<file path="src/rtl/cfg_key_port_pkg.sv">
// Package: shared types and key constants for the keyed configuration port.
// Assumes byte-wide configuration data throughout.
package cfg_key_port_pkg;

    typedef enum logic [1:0] {
        KS_LOCKED = 2'd0,
        KS_ARMED  = 2'd1,
        KS_OPEN   = 2'd2
    } key_state_t;

    localparam logic [7:0] IDX_LDN   = 8'h07;
    localparam logic [7:0] IDX_ID    = 8'h20;
    localparam logic [7:0] RD_IDLE   = 8'hFF;

    // Returns the unlock byte for the chosen key pair.
    function automatic logic [7:0] enter_key(input bit alt);
        return alt ? 8'h88 : 8'h87;
    endfunction

    // Returns the relock byte for the chosen key pair.
    function automatic logic [7:0] leave_key(input bit alt);
        return alt ? 8'hBB : 8'hAA;
    endfunction

endpackage

</file>
<file path="src/rtl/cfg_key_fsm.sv">
// Key sequencer: tracks the lock state from writes to the index and data
// addresses. Assumes idx_wr and dat_wr are never high together.
module cfg_key_fsm
    import cfg_key_port_pkg::*;
#(
    parameter bit ALT_KEYS = 1'b0
) (
    input  logic       clk,
    input  logic       rst_n,
    input  logic       idx_wr,
    input  logic       dat_wr,
    input  logic [7:0] wdata,
    output logic       open,
    output logic       idx_load
);
    localparam logic [7:0] K_ENTER = enter_key(ALT_KEYS);
    localparam logic [7:0] K_LEAVE = leave_key(ALT_KEYS);

    key_state_t state_q, state_d;
    logic       is_enter, is_leave;

    assign is_enter = (wdata == K_ENTER);
    assign is_leave = (wdata == K_LEAVE);

    // Next-state selection for the unlock sequence.
    always_comb begin
        state_d = state_q;
        unique case (state_q)
            KS_LOCKED: if (idx_wr && is_enter) state_d = KS_ARMED;
            KS_ARMED: begin
                if (idx_wr)      state_d = is_enter ? KS_OPEN : KS_LOCKED;
                else if (dat_wr) state_d = KS_LOCKED;
            end
            KS_OPEN:   if (idx_wr && is_leave) state_d = KS_LOCKED;
            default:   state_d = KS_LOCKED;
        endcase
    end

    // State register with synchronous reset to locked.
    always_ff @(posedge clk) begin
        if (!rst_n) state_q <= KS_LOCKED;
        else        state_q <= state_d;
    end

    assign open     = (state_q == KS_OPEN);
    assign idx_load = idx_wr && open && !is_enter && !is_leave;

endmodule

</file>
<file path="src/rtl/cfg_reg_decode.sv">
// Register decode: holds the index and bank selector, and raises bank
// strobes for indices not held locally. Assumes one access per cycle.
module cfg_reg_decode
    import cfg_key_port_pkg::*;
(
    input  logic       clk,
    input  logic       rst_n,
    input  logic       open,
    input  logic       idx_load,
    input  logic       dat_wr,
    input  logic       dat_rd,
    input  logic [7:0] wdata,
    output logic [7:0] index,
    output logic [7:0] ldn,
    output logic       bank_wr,
    output logic       bank_rd
);
    logic local_reg;

    assign local_reg = (index == IDX_LDN) || (index == IDX_ID);

    // Index and bank-selector storage.
    always_ff @(posedge clk) begin
        if (!rst_n) begin
            index <= 8'h00;
            ldn   <= 8'h00;
        end else begin
            if (idx_load) index <= wdata;
            if (dat_wr && open && index == IDX_LDN) ldn <= wdata;
        end
    end

    assign bank_wr = dat_wr && open && !local_reg;
    assign bank_rd = dat_rd && open && !local_reg;

endmodule

</file>
<file path="src/rtl/cfg_read_reg.sv">
// Read data register: captures the byte for a decoded read and holds it.
// Assumes bank_rdata is valid in the same cycle as the read.
module cfg_read_reg
    import cfg_key_port_pkg::*;
#(
    parameter logic [7:0] DEV_ID = 8'hA3
) (
    input  logic       clk,
    input  logic       rst_n,
    input  logic       open,
    input  logic       idx_rd,
    input  logic       dat_rd,
    input  logic [7:0] index,
    input  logic [7:0] ldn,
    input  logic [7:0] bank_rdata,
    output logic [7:0] rdata
);
    logic [7:0] dat_sel;

    // Data-port source selection by index.
    always_comb begin
        if (index == IDX_LDN)     dat_sel = ldn;
        else if (index == IDX_ID) dat_sel = DEV_ID;
        else                      dat_sel = bank_rdata;
    end

    // Capture on a decoded read, otherwise hold.
    always_ff @(posedge clk) begin
        if (!rst_n)            rdata <= RD_IDLE;
        else if (idx_rd || dat_rd) begin
            if (!open)         rdata <= RD_IDLE;
            else if (idx_rd)   rdata <= index;
            else               rdata <= dat_sel;
        end
    end

endmodule

</file>
<file path="src/rtl/cfg_key_port.sv">
// Top: decodes the two-address window and ties the key sequencer, register
// decode and read register together. Assumes single-cycle bus strobes.
module cfg_key_port #(
    parameter int         ADDR_W    = 8,
    parameter int         BASE_ADDR = 'h2E,
    parameter bit         ALT_KEYS  = 1'b0,
    parameter logic [7:0] DEV_ID    = 8'hA3
) (
    input  logic              clk,
    input  logic              rst_n,
    input  logic [ADDR_W-1:0] io_addr,
    input  logic              io_wr,
    input  logic              io_rd,
    input  logic [7:0]        io_wdata,
    output logic [7:0]        io_rdata,
    output logic              cfg_open,
    output logic [7:0]        bank_ldn,
    output logic [7:0]        bank_index,
    output logic [7:0]        bank_wdata,
    output logic              bank_wr,
    output logic              bank_rd,
    input  logic [7:0]        bank_rdata
);
    localparam logic [ADDR_W-1:0] A_IDX = ADDR_W'(BASE_ADDR);
    localparam logic [ADDR_W-1:0] A_DAT = ADDR_W'(BASE_ADDR + 1);

    logic hit_idx, hit_dat;
    logic idx_wr, idx_rd, dat_wr, dat_rd;
    logic idx_load;

    assign hit_idx = (io_addr == A_IDX);
    assign hit_dat = (io_addr == A_DAT);
    assign idx_wr  = io_wr && hit_idx;
    assign idx_rd  = io_rd && hit_idx;
    assign dat_wr  = io_wr && hit_dat;
    assign dat_rd  = io_rd && hit_dat;

    cfg_key_fsm #(.ALT_KEYS(ALT_KEYS)) u_fsm (
        .clk      (clk),
        .rst_n    (rst_n),
        .idx_wr   (idx_wr),
        .dat_wr   (dat_wr),
        .wdata    (io_wdata),
        .open     (cfg_open),
        .idx_load (idx_load)
    );

    cfg_reg_decode u_dec (
        .clk      (clk),
        .rst_n    (rst_n),
        .open     (cfg_open),
        .idx_load (idx_load),
        .dat_wr   (dat_wr),
        .dat_rd   (dat_rd),
        .wdata    (io_wdata),
        .index    (bank_index),
        .ldn      (bank_ldn),
        .bank_wr  (bank_wr),
        .bank_rd  (bank_rd)
    );

    cfg_read_reg #(.DEV_ID(DEV_ID)) u_rd (
        .clk        (clk),
        .rst_n      (rst_n),
        .open       (cfg_open),
        .idx_rd     (idx_rd),
        .dat_rd     (dat_rd),
        .index      (bank_index),
        .ldn        (bank_ldn),
        .bank_rdata (bank_rdata),
        .rdata      (io_rdata)
    );

    assign bank_wdata = io_wdata;

endmodule

</file>
<file path="config.mk">
export PLATFORM = sky130hd
export DESIGN_NAME = cfg_key_port
export DESIGN_NICKNAME = d
export VERILOG_FILES = /design/src/rtl/cfg_key_port_pkg.sv /design/src/rtl/cfg_key_fsm.sv /design/src/rtl/cfg_reg_decode.sv /design/src/rtl/cfg_read_reg.sv /design/src/rtl/cfg_key_port.sv
export SDC_FILE = /design/constraint.sdc
export NUM_CORES = 1
export LEC_CHECK = 0
export ABC_AREA = 1
export BUFFER_PORTS_ARGS = -buffer_cell sky130_fd_sc_hd__buf_4
export CAP_MARGIN = 20
export CELL_PAD_IN_SITES_DETAIL_PLACEMENT = 0
export CELL_PAD_IN_SITES_GLOBAL_PLACEMENT = 1
export CORE_UTILIZATION = 32
export DETAILED_ROUTE_END_ITERATION = 7
export PLACE_DENSITY = 0.87
export REMOVE_ABC_BUFFERS = 1
export SETUP_SLACK_MARGIN = 0.1
export SLEW_MARGIN = 20
export SYNTH_ARGS = -nofsm -noshare
export SYNTH_HDL_FRONTEND = slang
export SYNTH_SLANG_ARGS = --single-unit
</file>
<file path="constraint.sdc">
create_clock -name clk -period 1.6 [get_ports clk]
set_clock_uncertainty 0.15 [all_clocks]
set_input_delay 0.16 -clock clk [delete_from_list [all_inputs] [get_ports clk]]
set_output_delay 0.16 -clock clk [all_outputs]
set_load 0.005 [all_outputs]
</file>
Yosys cells after proc, flatten, opt, wreduce, memory -nomap -nowiden
Cells that the tools add are included.
{"block": "word_totals", "register_bits": 26, "input_bits": 28, "out_inout_bits": 35, "elab_cells": 46}
{"block": "op_classes", "n_eq_ne": 11, "n_mux": 10, "reduce_logical": 21}
{"cell": "2-to-1 mux 8 bit", "n": 4}
{"cell": "== test 8 x 6 -> 1 bit, second input constant", "n": 3}
{"cell": "== test 8 bit, second input constant", "n": 2}
{"cell": "logical AND 1 bit", "n": 14}
{"cell": "2-to-1 mux 2 bit", "n": 5}
{"cell": "== test 8 x 3 -> 1 bit, second input constant", "n": 1}
{"cell": "one-hot mux 2 bit (3 select lines)", "n": 1}
{"cell": "logical NOT 1 bit", "n": 3}
{"cell": "inequality test 3 x 1 -> 1 bit, second input constant", "n": 1}
{"cell": "AND reduction 3 bit", "n": 1}
{"cell": "== test 2 x 1 -> 1 bit, second input constant", "n": 1}
{"cell": "== test 2 bit, second input constant", "n": 1}
{"cell": "logical NOT 2 bit", "n": 1}
{"cell": "logical OR 1 bit", "n": 2}
{"cell": "inequality test 2 x 1 -> 1 bit, second input constant", "n": 1}
{"cell": "inequality test 2 bit, second input constant", "n": 1}

Logic depth before layout (Yosys ltp)
Gate-level depths: netlist of the first run.
{"block": "logic_depth", "word_depth": 5, "ltp_mapped": 11}

Cells and area by module
From an unflattened synthesis of the first run, not the netlist that was laid out.
{"block": "hier_totals", "cells_unflattened": 290, "hier_area_um2": 1783.0}
{"module": "cfg_reg_decode", "instances": 1, "cells_per_inst": 100, "area_each_um2": 744.5, "seq_area_each_um2": 320.3}
{"module": "cfg_read_reg", "instances": 1, "cells_per_inst": 127, "area_each_um2": 713.2, "seq_area_each_um2": 160.2}
{"module": "cfg_key_fsm", "instances": 1, "cells_per_inst": 35, "area_each_um2": 187.7, "seq_area_each_um2": 40.0}
{"module": "cfg_key_port", "instances": 1, "cells_per_inst": 28, "area_each_um2": 137.6, "seq_area_each_um2": 0.0}

Worst setup path after synthesis of the first run
No wires, ideal clock.
{"block": "synth_timing", "kind": "flip-flop to flip-flop", "from": "register u_dec.index[4]", "to": "register u_rd.rdata[0]", "setup_ns": 0.112, "arrival_ns": 1.062, "path_slack_ns": 0.276, "stages_incl_launch_ff": 10, "synth_period_minus_slack_ns": 1.324, "path_cell_list": "dfxtp_1 -> nor2_1 -> and2_1 -> buf_6 -> nand2_2 -> nand2_1 -> nand3_1 -> nand2_1 -> nand2_1 -> nand2_1"}
{"block": "synth_between", "elab_chain_len": 5, "word_cells_on_any_way": 6, "cone_classes": "eq/ne (2); mux (4)"}
{"item": "start: declaration", "line_no": "cfg_reg_decode.sv:13", "source": "output logic [7:0] index,"}
{"item": "start signal: assignment", "line_no": "cfg_reg_decode.sv:28", "source": "if (idx_load) index <= wdata;"}
{"item": "== test 8 x 6 -> 1 bit", "line_no": "cfg_read_reg.sv:23", "source": "else if (index == IDX_ID) dat_sel = DEV_ID;"}
{"item": "2-to-1 mux 8 bit", "line_no": "cfg_read_reg.sv:23"}
{"item": "2-to-1 mux 8 bit (*)", "line_no": "cfg_read_reg.sv:22", "source": "if (index == IDX_LDN) dat_sel = ldn;"}
{"item": "2-to-1 mux 8 bit (*)", "line_no": "cfg_read_reg.sv:32", "source": "else if (idx_rd) rdata <= index;"}
{"item": "2-to-1 mux 8 bit (*)", "line_no": "cfg_read_reg.sv:31", "source": "if (!open) rdata <= RD_IDLE;"}
{"item": "end signal: assignment", "line_no": "cfg_read_reg.sv:32"}
{"item": "end signal: assignment", "line_no": "cfg_read_reg.sv:33", "source": "else rdata <= dat_sel;"}
{"item": "end: declaration", "line_no": "cfg_read_reg.sv:16", "source": "output logic [7:0] rdata"}
Every way passes the cells marked *; elsewhere a longest branch is shown, timed or not.
A chain may end at the register's enable or synchronous reset.

Worst setup path in the final report of the first run
{"block": "layout_timing", "from": "register u_dec.index[1]", "to": "output port bank_rd"}
{"block": "layout_between", "elab_chain_len": 4, "word_cells_on_any_way": 5, "cone_classes": "eq/ne (2); reduce/logical (3)"}
{"item": "== test 8 x 3 -> 1 bit / == test 8 x 6 -> 1 bit (equally long branches)", "line_no": "cfg_reg_decode.sv:20", "source": "assign local_reg = (index == IDX_LDN) || (index == IDX_ID);"}
{"item": "logical OR 1 bit (*)", "line_no": "cfg_reg_decode.sv:20"}
{"item": "logical NOT 1 bit (*)", "line_no": "cfg_reg_decode.sv:34", "source": "assign bank_rd = dat_rd && open && !local_reg;"}
{"item": "logical AND 1 bit (*)", "line_no": "cfg_reg_decode.sv:34"}
{"item": "end: declaration", "line_no": "cfg_key_port.sv:21", "source": "output logic bank_rd,"}
Marked as above.

==> results.sh, run 1 <==
export IMPL_run_status="complete, but fails checks"
export IMPL_failed_checks="negative hold slack"
export IMPL_post_place_ws_ns=0.0710
export IMPL_cp_end_kind="output pin"
export IMPL_global_route_usage_total_pct=16.8
export IMPL_insertion_delay_ns=0.27
export IMPL_cts_num_sinks=26
export IMPL_timing_critical_path_from="u_dec.index[1]"
export IMPL_regToRegSetupSlack_ns=0.10
export IMPL_vias_per_cell=4.34
export IMPL_core_region_area_um2=4750
export IMPL_ys_ff_latch=26
export IMPL_worstHoldPathCells=3
export IMPL_critical_path_required_ns=1.29
export IMPL_path_clk_slew_ns=0.09
export IMPL_final_period_minus_worst_setup_slack_ns=1.54
export IMPL_worst_r2r_start="u_dec.index[7]"
export IMPL_maxCapViolCount=0
export IMPL_buffers_on_ports=62
export IMPL_critPathLaunchType="flop"
export IMPL_setup_ws_ns=0.0578
export IMPL_detail_route_drc_violations=0
export IMPL_initial_utilization_pct=33.3
export IMPL_worst_hold_path_endpoint="u_dec.ldn[3]"
export IMPL_synth_avg_cell_area_um2=6.47
export IMPL_slowest_stage="dfxtp_4"
export IMPL_chipWidth_um=72.4
export IMPL_synth_area_um2=1590
export IMPL_maximum_number_of_pins_on_one_net_before_global_route_repair=26
export IMPL_synth_largest_area_cell="dfxtp_1"
export IMPL_antenna_violations_before_repair=0
export IMPL_synth_largest_type_area_fraction_pct=32.8
export IMPL_n_antenna_cell=0
export IMPL_drt_iter0_drc=45
export IMPL_whs_ns=-0.00419
export IMPL_core_rowCount=25
export IMPL_cts_tree="yes"
export IMPL_wl_per_cell_um=11.2
export IMPL_die_h_um=72.4
export IMPL_worst_margin_slew_ns=0.317
export IMPL_cts_root_buf="clkbuf_8"
export IMPL_drt_total_wl_mm=4.28
export IMPL_crit_arrival_ns=1.23
export IMPL_clock_tree_htree_level_count=1
export IMPL_timing_critical_path_slowest_cell_delay_ns=0.37
export IMPL_ys_seq_area_share_pct=32.8
export IMPL_static_leakage_power_nw=1.14
export IMPL_r2r_end="u_dec.ldn[6]"
export IMPL_final_min_period_over_clock_period_pct=96.4
export IMPL_crit_chain="nand2_1, inv_1, nand2_2, nand2_2, nand2_4, nand2_4, nor2_1, buf_4"
export IMPL_setup_violating_endpoint_count_in_the_final_report=0
export IMPL_critPathKind="reg2out"
export IMPL_cts_buffers=3
export IMPL_total_die_area_um2=5240
export IMPL_power_total_w=0.00116
export IMPL_vias=1664
export IMPL_clockBufferDepth=2
export IMPL_critical_path_buf_inv_count=2
export IMPL_maxSlewHeadroom_pct=78.8
export IMPL_timing_fmax_ghz=0.648
export IMPL_route_antenna_remaining_nets=0
export IMPL_synth_top_cells_by_area="dfxtp_1, nand2_1, nor2_1"
export IMPL_filler_cells_inserted=524
export IMPL_layout_cells_non_filler=383
export IMPL_mostFrequentLayoutCell="buf_4"
export IMPL_place_congestion=0.818
export IMPL_numPlacedInstances=365
export IMPL_timing_max_transition_violations_final=0
export IMPL_post_route_cells_drive_above_1_share_pct=38.9
export IMPL_global_route_overflow_total=0
export IMPL_drt_pass1_iter_count=4
export IMPL_finalHoldViolations=1
export IMPL_ioPinCount=63
export IMPL_worst_path_max_fanout=5
export IMPL_worst_ir_drop_vdd_uv=264
export IMPL_dpl_hpwl_mm=3.10
export IMPL_postSynthCellCount=245
export IMPL_min_path_type="in2reg"
export IMPL_number_of_global_route_vias_before_repair=1519
export IMPL_mostFrequentLayoutCells="buf_4, nand2_1, nor2_1"
export IMPL_yosys_warnings=0
export IMPL_r2r_cells=7
export IMPL_power_per_cell_area_nw_per_um2=499
export IMPL_layout_area_overhead_vs_synth_pct=46.3
export IMPL_unrepaired_setup_endpoints_after_global_routing="true"
export IMPL_crit_family="simple AND/OR/NAND/NOR gates"
export IMPL_num_nets_final=346
export IMPL_hold_path_startpoint="io_wdata[3]"
export IMPL_synth_cell_type_count=26
export IMPL_grt_first_pass_wirelength_mm=6.91
flip-flops by register name, indices dropped and copies added (netlist names):
signal / flops
u_fsm.state_q: 2
u_dec.ldn: 8
u_dec.index: 8
u_rd.rdata: 8
where the power goes:
| part | total, W | internal (W) | switching (W) |
|---|---|---|---|
| Clock | 0.000374 | 0.000169 | 0.000205 |
| Combinational | 0.000142 | 0.0000766 | 0.0000658 |
| Sequential | 0.000642 | 0.000642 | 0.000000425 |
| Total | 0.00116 | 0.000888 | 0.000271 |
cell usage after synthesis (all sizes together):
master,instances
inv,27
clkinv,4
dfxtp,26
nor2b,1
nand2,74
nor2,44
nand4,2
clkbuf,1
nor3,8
a21oi,10
nand3b,4
and2,1
buf,11
o21ai,16
nand3,16
worst min-delay path, cell delays in order:
cell    delay [ns]
buf_4         0.11
nor3_2        0.04
nor2_1        0.07
through the flow:
stage                     utilization (%)  area (um2)  TNS (ns)  hold slack [ns]
after floorplan                         -        1500         0            0.142
after global placement               43.6        2070         0            0.279
after detailed placement             43.6        2070         0            0.283
after CTS                            45.8        2180         0          0.00173
after global routing                 48.8        2320   -0.0600           0.0160
final                                48.8        2320         0         -0.00419
logic make-up after synthesis:
| family | share of synthesized area, % |
|---|---|
| and+or+nand+nor | 45.6 |
| AOI/OAI and AO/OA | 8.21 |
| DFF | 32.8 |
| buffers and inverters | 13.3 |
timing repair:
| action | CTS | global route |
|---|---|---|
| pin swaps | 2 | 8 |
| resized for setup | 12 | 31 |
| cloned | 0 | 1 |
| setup endpoints to repair | 15 | 23 |
| hold buffers | 2 | 0 |
| buffers inserted | 3 | 9 |
| hold endpoints to repair | 2 | 0 |
layout make-up:
cell class	count	area, um2	share of cell area [%]
sequential	26	537	23.1
multi-input combinational	177	915	39.4
timing repair buffer	79	614	26.5
clock buffer	3	41.3	1.78
inverter	31	129	5.56
tap	67	83.8	3.61
layer usage:
| layer | routed length [um] | share of wire (%) | track usage, % | vias up |
|---|---|---|---|---|
| li1 | - | - | - | 900 |
| met1 | 1970 | 46 | 21.0 | 729 |
| met2 | 2130 | 50 | 29.6 | 31 |
| met3 | 137 | 3.2 | 2.36 | 4 |
| met4 | 41 | 0.96 | 5.23 | 0 |
| met5 | 0 | 0 | 0 | - |
worst max-delay path by stage:
| stage | to | slack [ns] | cells past startpoint |
|---|---|---|---|
| after CTS | bank_wr | 0.05 | 8 |
| after global routing | bank_rd | -0.03 | 8 |
| after detailed placement | bank_wr | 0.07 | 6 |
| after floorplan | u_rd.rdata[2] | 0.16 | 9 |
| final | bank_rd | 0.06 | 8 |
| after global placement | bank_wr | 0.11 | 6 |
(Power assumes the default switching activity.)
==> run 2, diff against run 1 <==
--- a/config.mk
+++ b/config.mk
@@ -10,9 +10,9 @@
 export CAP_MARGIN = 20
 export CELL_PAD_IN_SITES_DETAIL_PLACEMENT = 0
 export CELL_PAD_IN_SITES_GLOBAL_PLACEMENT = 1
-export CORE_UTILIZATION = 32
+export CORE_UTILIZATION = 30
 export DETAILED_ROUTE_END_ITERATION = 7
-export PLACE_DENSITY = 0.87
+export PLACE_DENSITY = 0.82
 export REMOVE_ABC_BUFFERS = 1
 export SETUP_SLACK_MARGIN = 0.1
 export SLEW_MARGIN = 20
==> results.sh, run 2 (same netlist as run 1, synthesis figures left out) <==
export IMPL_switching_power_summed_over_all_nets_w=0.000295
export IMPL_register_area_um2=538
export IMPL_cts_buffers=3
export IMPL_initial_utilization_pct=31.0
export IMPL_die_h_um=74.7
export IMPL_vias=1663
export IMPL_reg_top3="u_dec.index: 8 flops, u_dec.ldn: 8 flops, u_rd.rdata: 8 flops"
export IMPL_drt_iter0_drc=60
export IMPL_crit_arrival_ns=1.22
export IMPL_timing_fmax_ghz=0.653
export IMPL_r2r_cells=9
export IMPL_global_route_usage_total_pct=16.8
export IMPL_post_place_ws_ns=0.0826
export IMPL_insertion_delay_ns=0.28
export IMPL_detail_route_drc_violations=0
export IMPL_core_rowCount=26
export IMPL_cts_tree="yes"
export IMPL_worst_path_max_fanout=5
export IMPL_critical_path_required_ns=1.29
export IMPL_cts_num_sinks=26
export IMPL_maxSlewHeadroom_pct=80.9
export IMPL_core_region_area_um2=5110
export IMPL_critPathLaunchType="flop"
export IMPL_number_of_global_route_vias_before_repair=1531
export IMPL_unrepaired_setup_endpoints_after_global_routing="true"
export IMPL_clockBufferDepth=2
export IMPL_mostFrequentLayoutCell="buf_4"
export IMPL_final_period_minus_worst_setup_slack_ns=1.53
export IMPL_drt_pass1_iter_count=6
export IMPL_p_seq_share_pct=47.5
export IMPL_r2r_end="u_dec.ldn[6]"
export IMPL_vias_per_cell=4.28
export IMPL_post_route_cells_drive_above_1_share_pct=37.0
export IMPL_total_die_area_um2=5580
export IMPL_n_antenna_cell=0
export IMPL_internal_power_w=0.00106
export IMPL_antenna_violations_before_repair=0
export IMPL_setup_violating_endpoint_count_in_the_final_report=0
export IMPL_wl_per_cell_um=11.3
export IMPL_min_path_type="in2reg"
export IMPL_layout_area_overhead_vs_synth_pct=47.7
export IMPL_maxCapViolCount=0
export IMPL_chipWidth_um=74.7
export IMPL_failed_checks="negative hold slack"
export IMPL_grt_first_pass_wirelength_mm=7.24
export IMPL_whs_ns=-0.00966
export IMPL_dpl_hpwl_mm=3.29
export IMPL_run_status="complete, but fails checks"
export IMPL_num_nets_final=348
export IMPL_timing_setup_tns_ns=0
export IMPL_final_min_period_over_clock_period_pct=95.8
export IMPL_power_total_w=0.00135
export IMPL_power_combinational_fraction_pct=11.0
export IMPL_power_share_switching_pct=21.8
export IMPL_buffers_on_ports=62
export IMPL_hold_path_startpoint="io_wdata[7]"
export IMPL_layout_utilization_pct=45.8
export IMPL_drt_total_wl_mm=4.39
export IMPL_clock_tree_htree_level_count=1
export IMPL_portion_of_total_power_attributed_to_the_clock_network_pct=41.5
export IMPL_multi_input_comb_area_um2=877
export IMPL_cp_endpoint="bank_wr"
export IMPL_cp_end_kind="output pin"
export IMPL_finalHoldViolations=1
export IMPL_setup_ws_ns=0.0679
export IMPL_ioPinCount=63
export IMPL_global_route_overflow_total=0
export IMPL_timing_max_transition_violations_final=0
export IMPL_timing_critical_path_from="u_dec.index[2]"
export IMPL_maximum_number_of_pins_on_one_net_before_global_route_repair=26
export IMPL_filler_cells_inserted=535
export IMPL_cts_root_buf="clkbuf_8"
export IMPL_power_per_cell_area_nw_per_um2=578
export IMPL_path_clk_slew_ns=0.10
export IMPL_worst_margin_slew_ns=0.286
export IMPL_worst_ir_drop_vdd_uv=365
export IMPL_worst_r2r_start="u_dec.index[2]"
export IMPL_route_antenna_remaining_nets=0
export IMPL_mostFrequentLayoutCells="buf_4, nand2_1, nor2_1"
export IMPL_regToRegSetupSlack_ns=0.12
export IMPL_static_leakage_power_nw=1.17
export IMPL_critPathKind="reg2out"
export IMPL_place_congestion=0.827
run 2: changes by cell type in the layout (fill, tap and decap cells not counted), sizes merged:
cell,before,now
bufinv,0,1
inv,28,27
dlygate4sd3,2,5
nand2,75,74
clkinv,3,4
run 2: critical path, stage by stage, from the launching register on:
cell     delay, ns
dfxtp_4       0.38
inv_2         0.04
nor2_2        0.09
nand2_2       0.07
nand2_2       0.08
nand2_4       0.06
nand2_2       0.06
nor2_1        0.04
buf_4         0.14
run 2: power groups by stage:
stage | Clock [W] | Combinational, W | Sequential, W
floorplan | 0 | 0.0000402 | 0.000663
global placement | 0 | 0.000135 | 0.000663
detailed placement | 0 | 0.000138 | 0.000663
CTS | 0.000581 | 0.000149 | 0.000648
global route | 0.000598 | 0.000165 | 0.000643
finish | 0.000561 | 0.000149 | 0.000643
run 2: final cells by class:
type                       instances  share of cell area [%]
inverter                          31                    5.40
timing repair buffer              82                    27.4
sequential                        26                    23.0
clock buffer                       3                    1.76
multi-input combinational        176                    37.5
tap                               70                    3.74
clock inverter                     1                    1.28
run 2: per-layer routing:
metal  share of wire (%)  track usage, %
met2                  49            28.6
met3                 4.2            2.95
met1                  46            22.3
met4                0.87            3.77
met5                   0               0
run 2: repair_timing:
item | 4_1_cts | 5_1_grt
pin swaps | 5 | 9
resized for setup | 21 | 9
endpoints found under the setup margin | 13 | 20
hold endpoints to repair | 5 | 0
setup buffers | 8 | 4
hold buffers | 5 | 0
run 2: how the worst min path moves through the flow:
stage	end	slack (ns)	depth (start not counted)
finish	u_dec.index[7]	-0.01	3
global route	u_dec.index[7]	0.02	3
CTS	u_dec.ldn[0]	0.003	3
detailed placement	u_dec.ldn[6]	0.28	3
global placement	u_dec.ldn[6]	0.27	3
floorplan	u_fsm.state_q[0]	0.14	2
run 2: through the flow:
step | cells | cell area (um2) | hold slack [ns]
after floorplan | 233 | 1500 | 0.142
after global placement | 368 | 2080 | 0.273
after detailed placement | 368 | 2080 | 0.282
after CTS | 385 | 2290 | 0.00262
after global routing | 389 | 2340 | 0.0155
final | 389 | 2340 | -0.00966
==> run 3, diff against run 2 <==
--- a/config.mk
+++ b/config.mk
@@ -8,11 +8,9 @@
 export ABC_AREA = 1
 export BUFFER_PORTS_ARGS = -buffer_cell sky130_fd_sc_hd__buf_4
 export CAP_MARGIN = 20
-export CELL_PAD_IN_SITES_DETAIL_PLACEMENT = 0
-export CELL_PAD_IN_SITES_GLOBAL_PLACEMENT = 1
 export CORE_UTILIZATION = 30
 export DETAILED_ROUTE_END_ITERATION = 7
-export PLACE_DENSITY = 0.82
+export PLACE_DENSITY = 0.62
 export REMOVE_ABC_BUFFERS = 1
 export SETUP_SLACK_MARGIN = 0.1
 export SLEW_MARGIN = 20
==> results.sh, run 3 (same netlist as run 1, synthesis figures left out) <==
export IMPL_run_status="complete, but fails checks"
export IMPL_failed_checks="negative hold slack"
export IMPL_maxCapViolCount=0
export IMPL_insertion_delay_ns=0.27
export IMPL_total_die_area_um2=5580
export IMPL_global_route_usage_total_pct=16.3
export IMPL_layout_area_overhead_vs_synth_pct=48.2
export IMPL_num_nets_final=351
export IMPL_cts_buffers=3
export IMPL_worst_margin_slew_ns=0.279
export IMPL_drt_pass1_iter_count=4
export IMPL_maximum_number_of_pins_on_one_net_before_global_route_repair=26
export IMPL_global_route_overflow_total=0
export IMPL_vias=1729
export IMPL_critPathKind="reg2out"
export IMPL_gr_max_usage_layer="met2"
export IMPL_worst_hold_path_endpoint="u_dec.ldn[4]"
export IMPL_power_total_w=0.00123
export IMPL_cts_num_sinks=26
export IMPL_cts_tree="yes"
export IMPL_unrepaired_setup_endpoints_after_global_routing="true"
export IMPL_finalHoldViolations=2
export IMPL_groute_layer_met2_usage_pct=27.8
export IMPL_core_rowCount=26
export IMPL_detailed_place_area_um2=2080
export IMPL_r2r_cells=7
export IMPL_whs_ns=-0.0163
export IMPL_place_congestion=0.808
export IMPL_mostFrequentLayoutCell="buf_4"
export IMPL_clock_tree_htree_level_count=1
export IMPL_min_path_type="in2reg"
export IMPL_crit_chain="nand2_2, inv_2, nand2_2, nand2_2, nand2_4, nand2_2, nor2_1, buf_4"
export IMPL_maxSlewHeadroom_pct=81.4
export IMPL_path_clk_slew_ns=0.09
export IMPL_initial_utilization_pct=31.0
export IMPL_core_region_area_um2=5110
export IMPL_mostFrequentLayoutCells="buf_4, nand2_1, nor2_1"
export IMPL_grt_first_pass_wirelength_mm=7.00
export IMPL_dpl_hpwl_mm=3.22
export IMPL_chipWidth_um=74.7
export IMPL_worstHoldPathCells=3
export IMPL_met1_capacity_usage_during_global_routing_pct=21.0
export IMPL_route_antenna_remaining_nets=0
export IMPL_clockBufferDepth=2
export IMPL_timing_critical_path_mode_cell="nand2_2"
export IMPL_detail_route_drc_violations=0
export IMPL_r2r_end="u_dec.ldn[2]"
export IMPL_layout_utilization_pct=46.0
export IMPL_timing_fmax_ghz=0.651
export IMPL_stdcell_area_um2=2350
export IMPL_final_period_minus_worst_setup_slack_ns=1.54
export IMPL_buffers_on_ports=62
export IMPL_static_leakage_power_nw=1.17
export IMPL_vias_per_cell=4.41
export IMPL_cts_root_buf="clkbuf_8"
export IMPL_post_route_cells_drive_above_1_share_pct=40.1
export IMPL_worst_path_max_fanout=5
export IMPL_timing_critical_path_slowest_cell_delay_ns=0.37
export IMPL_slowest_stage="dfxtp_4"
export IMPL_worst_r2r_start="u_dec.index[6]"
export IMPL_timing_max_transition_violations_final=0
export IMPL_final_min_period_over_clock_period_pct=96.0
export IMPL_layout_cells_non_filler=392
export IMPL_critPathLaunchType="flop"
export IMPL_timing_setup_tns_ns=0
export IMPL_setup_violating_endpoint_count_in_the_final_report=0
export IMPL_n_antenna_cell=0
export IMPL_power_per_cell_area_nw_per_um2=523
export IMPL_hold_path_startpoint="io_wdata[4]"
export IMPL_reg_top3="u_dec.index: 8 flops, u_dec.ldn: 8 flops, u_rd.rdata: 8 flops"
export IMPL_numPlacedInstances=368
export IMPL_worst_ir_drop_vdd_uv=297
export IMPL_die_h_um=74.7
export IMPL_cp_end_kind="output pin"
export IMPL_met3_usage_pct=2.28
export IMPL_ioPinCount=63
export IMPL_antenna_violations_before_repair=0
export IMPL_crit_arrival_ns=1.23
export IMPL_drt_total_wl_mm=4.40
export IMPL_number_of_global_route_vias_before_repair=1544
export IMPL_drt_iter0_drc=53
export IMPL_regToRegSetupSlack_ns=0.08
export IMPL_wl_per_cell_um=11.2
export IMPL_critical_path_required_ns=1.29
-- run 3: cell type report --
type | count | area, um2
multi-input cells | 176 | 892
fillers | 543 | 2760
clock buffers | 4 | 55.1
repair buffers | 85 | 651
inverters | 31 | 129
well taps | 70 | 87.6
flip-flops and latches | 26 | 536
-- run 3: worst max-delay path by stage --
stage	startpoint	to	slack [ns]	depth (start not counted)
floorplan	u_dec.index[4]	u_rd.rdata[2]	0.16	9
global placement	u_dec.index[7]	bank_wr	0.10	6
detailed placement	u_dec.index[7]	u_dec.ldn[7]	0.09	6
CTS	u_dec.index[2]	bank_wr	0.05	8
global route	u_dec.index[2]	u_dec.ldn[2]	-0.03	9
finish	u_dec.index[0]	bank_wr	0.06	8
-- run 3: power breakdown --
part	switching [W]	internal (W)	leakage, nW
Sequential	0.000000446	0.000644	0.214
Combinational	0.0000671	0.0000758	0.928
Clock	0.000221	0.000221	0.0288
Total	0.000288	0.000940	1.17
-- run 3: worst max-delay path: cells and delay by family, from the launching register on --
kind                   cells  cell delay, ns
and+or+nand+nor            6            0.42
DFF                        1            0.37
buffers and inverters      2            0.16
-- run 3: per-stage QoR --
stage	hold WS, ns	setup slack (ns)
floorplan	0.142	0.165
global placement	0.280	0.102
detailed placement	0.283	0.0866
CTS	0.00441	0.0519
global route	-0.000738	-0.0319
finish	-0.0163	0.0632
-- run 3: timing repair --
item                       4_1_cts  5_1_grt
hold buffers                     2        0
hold endpoints to repair         2        0
gates resized for setup         13       22
pin swaps                        5       19
setup endpoints to repair       16       23
buffers inserted                 6       12
-- run 3: layer usage --
metal  share of wire, %  vias to the layer above
li1                   -                      913
met1                 45                      773
met2                 50                       36
met3                3.4                        7
met4                1.7                        0
met5                  0                        -
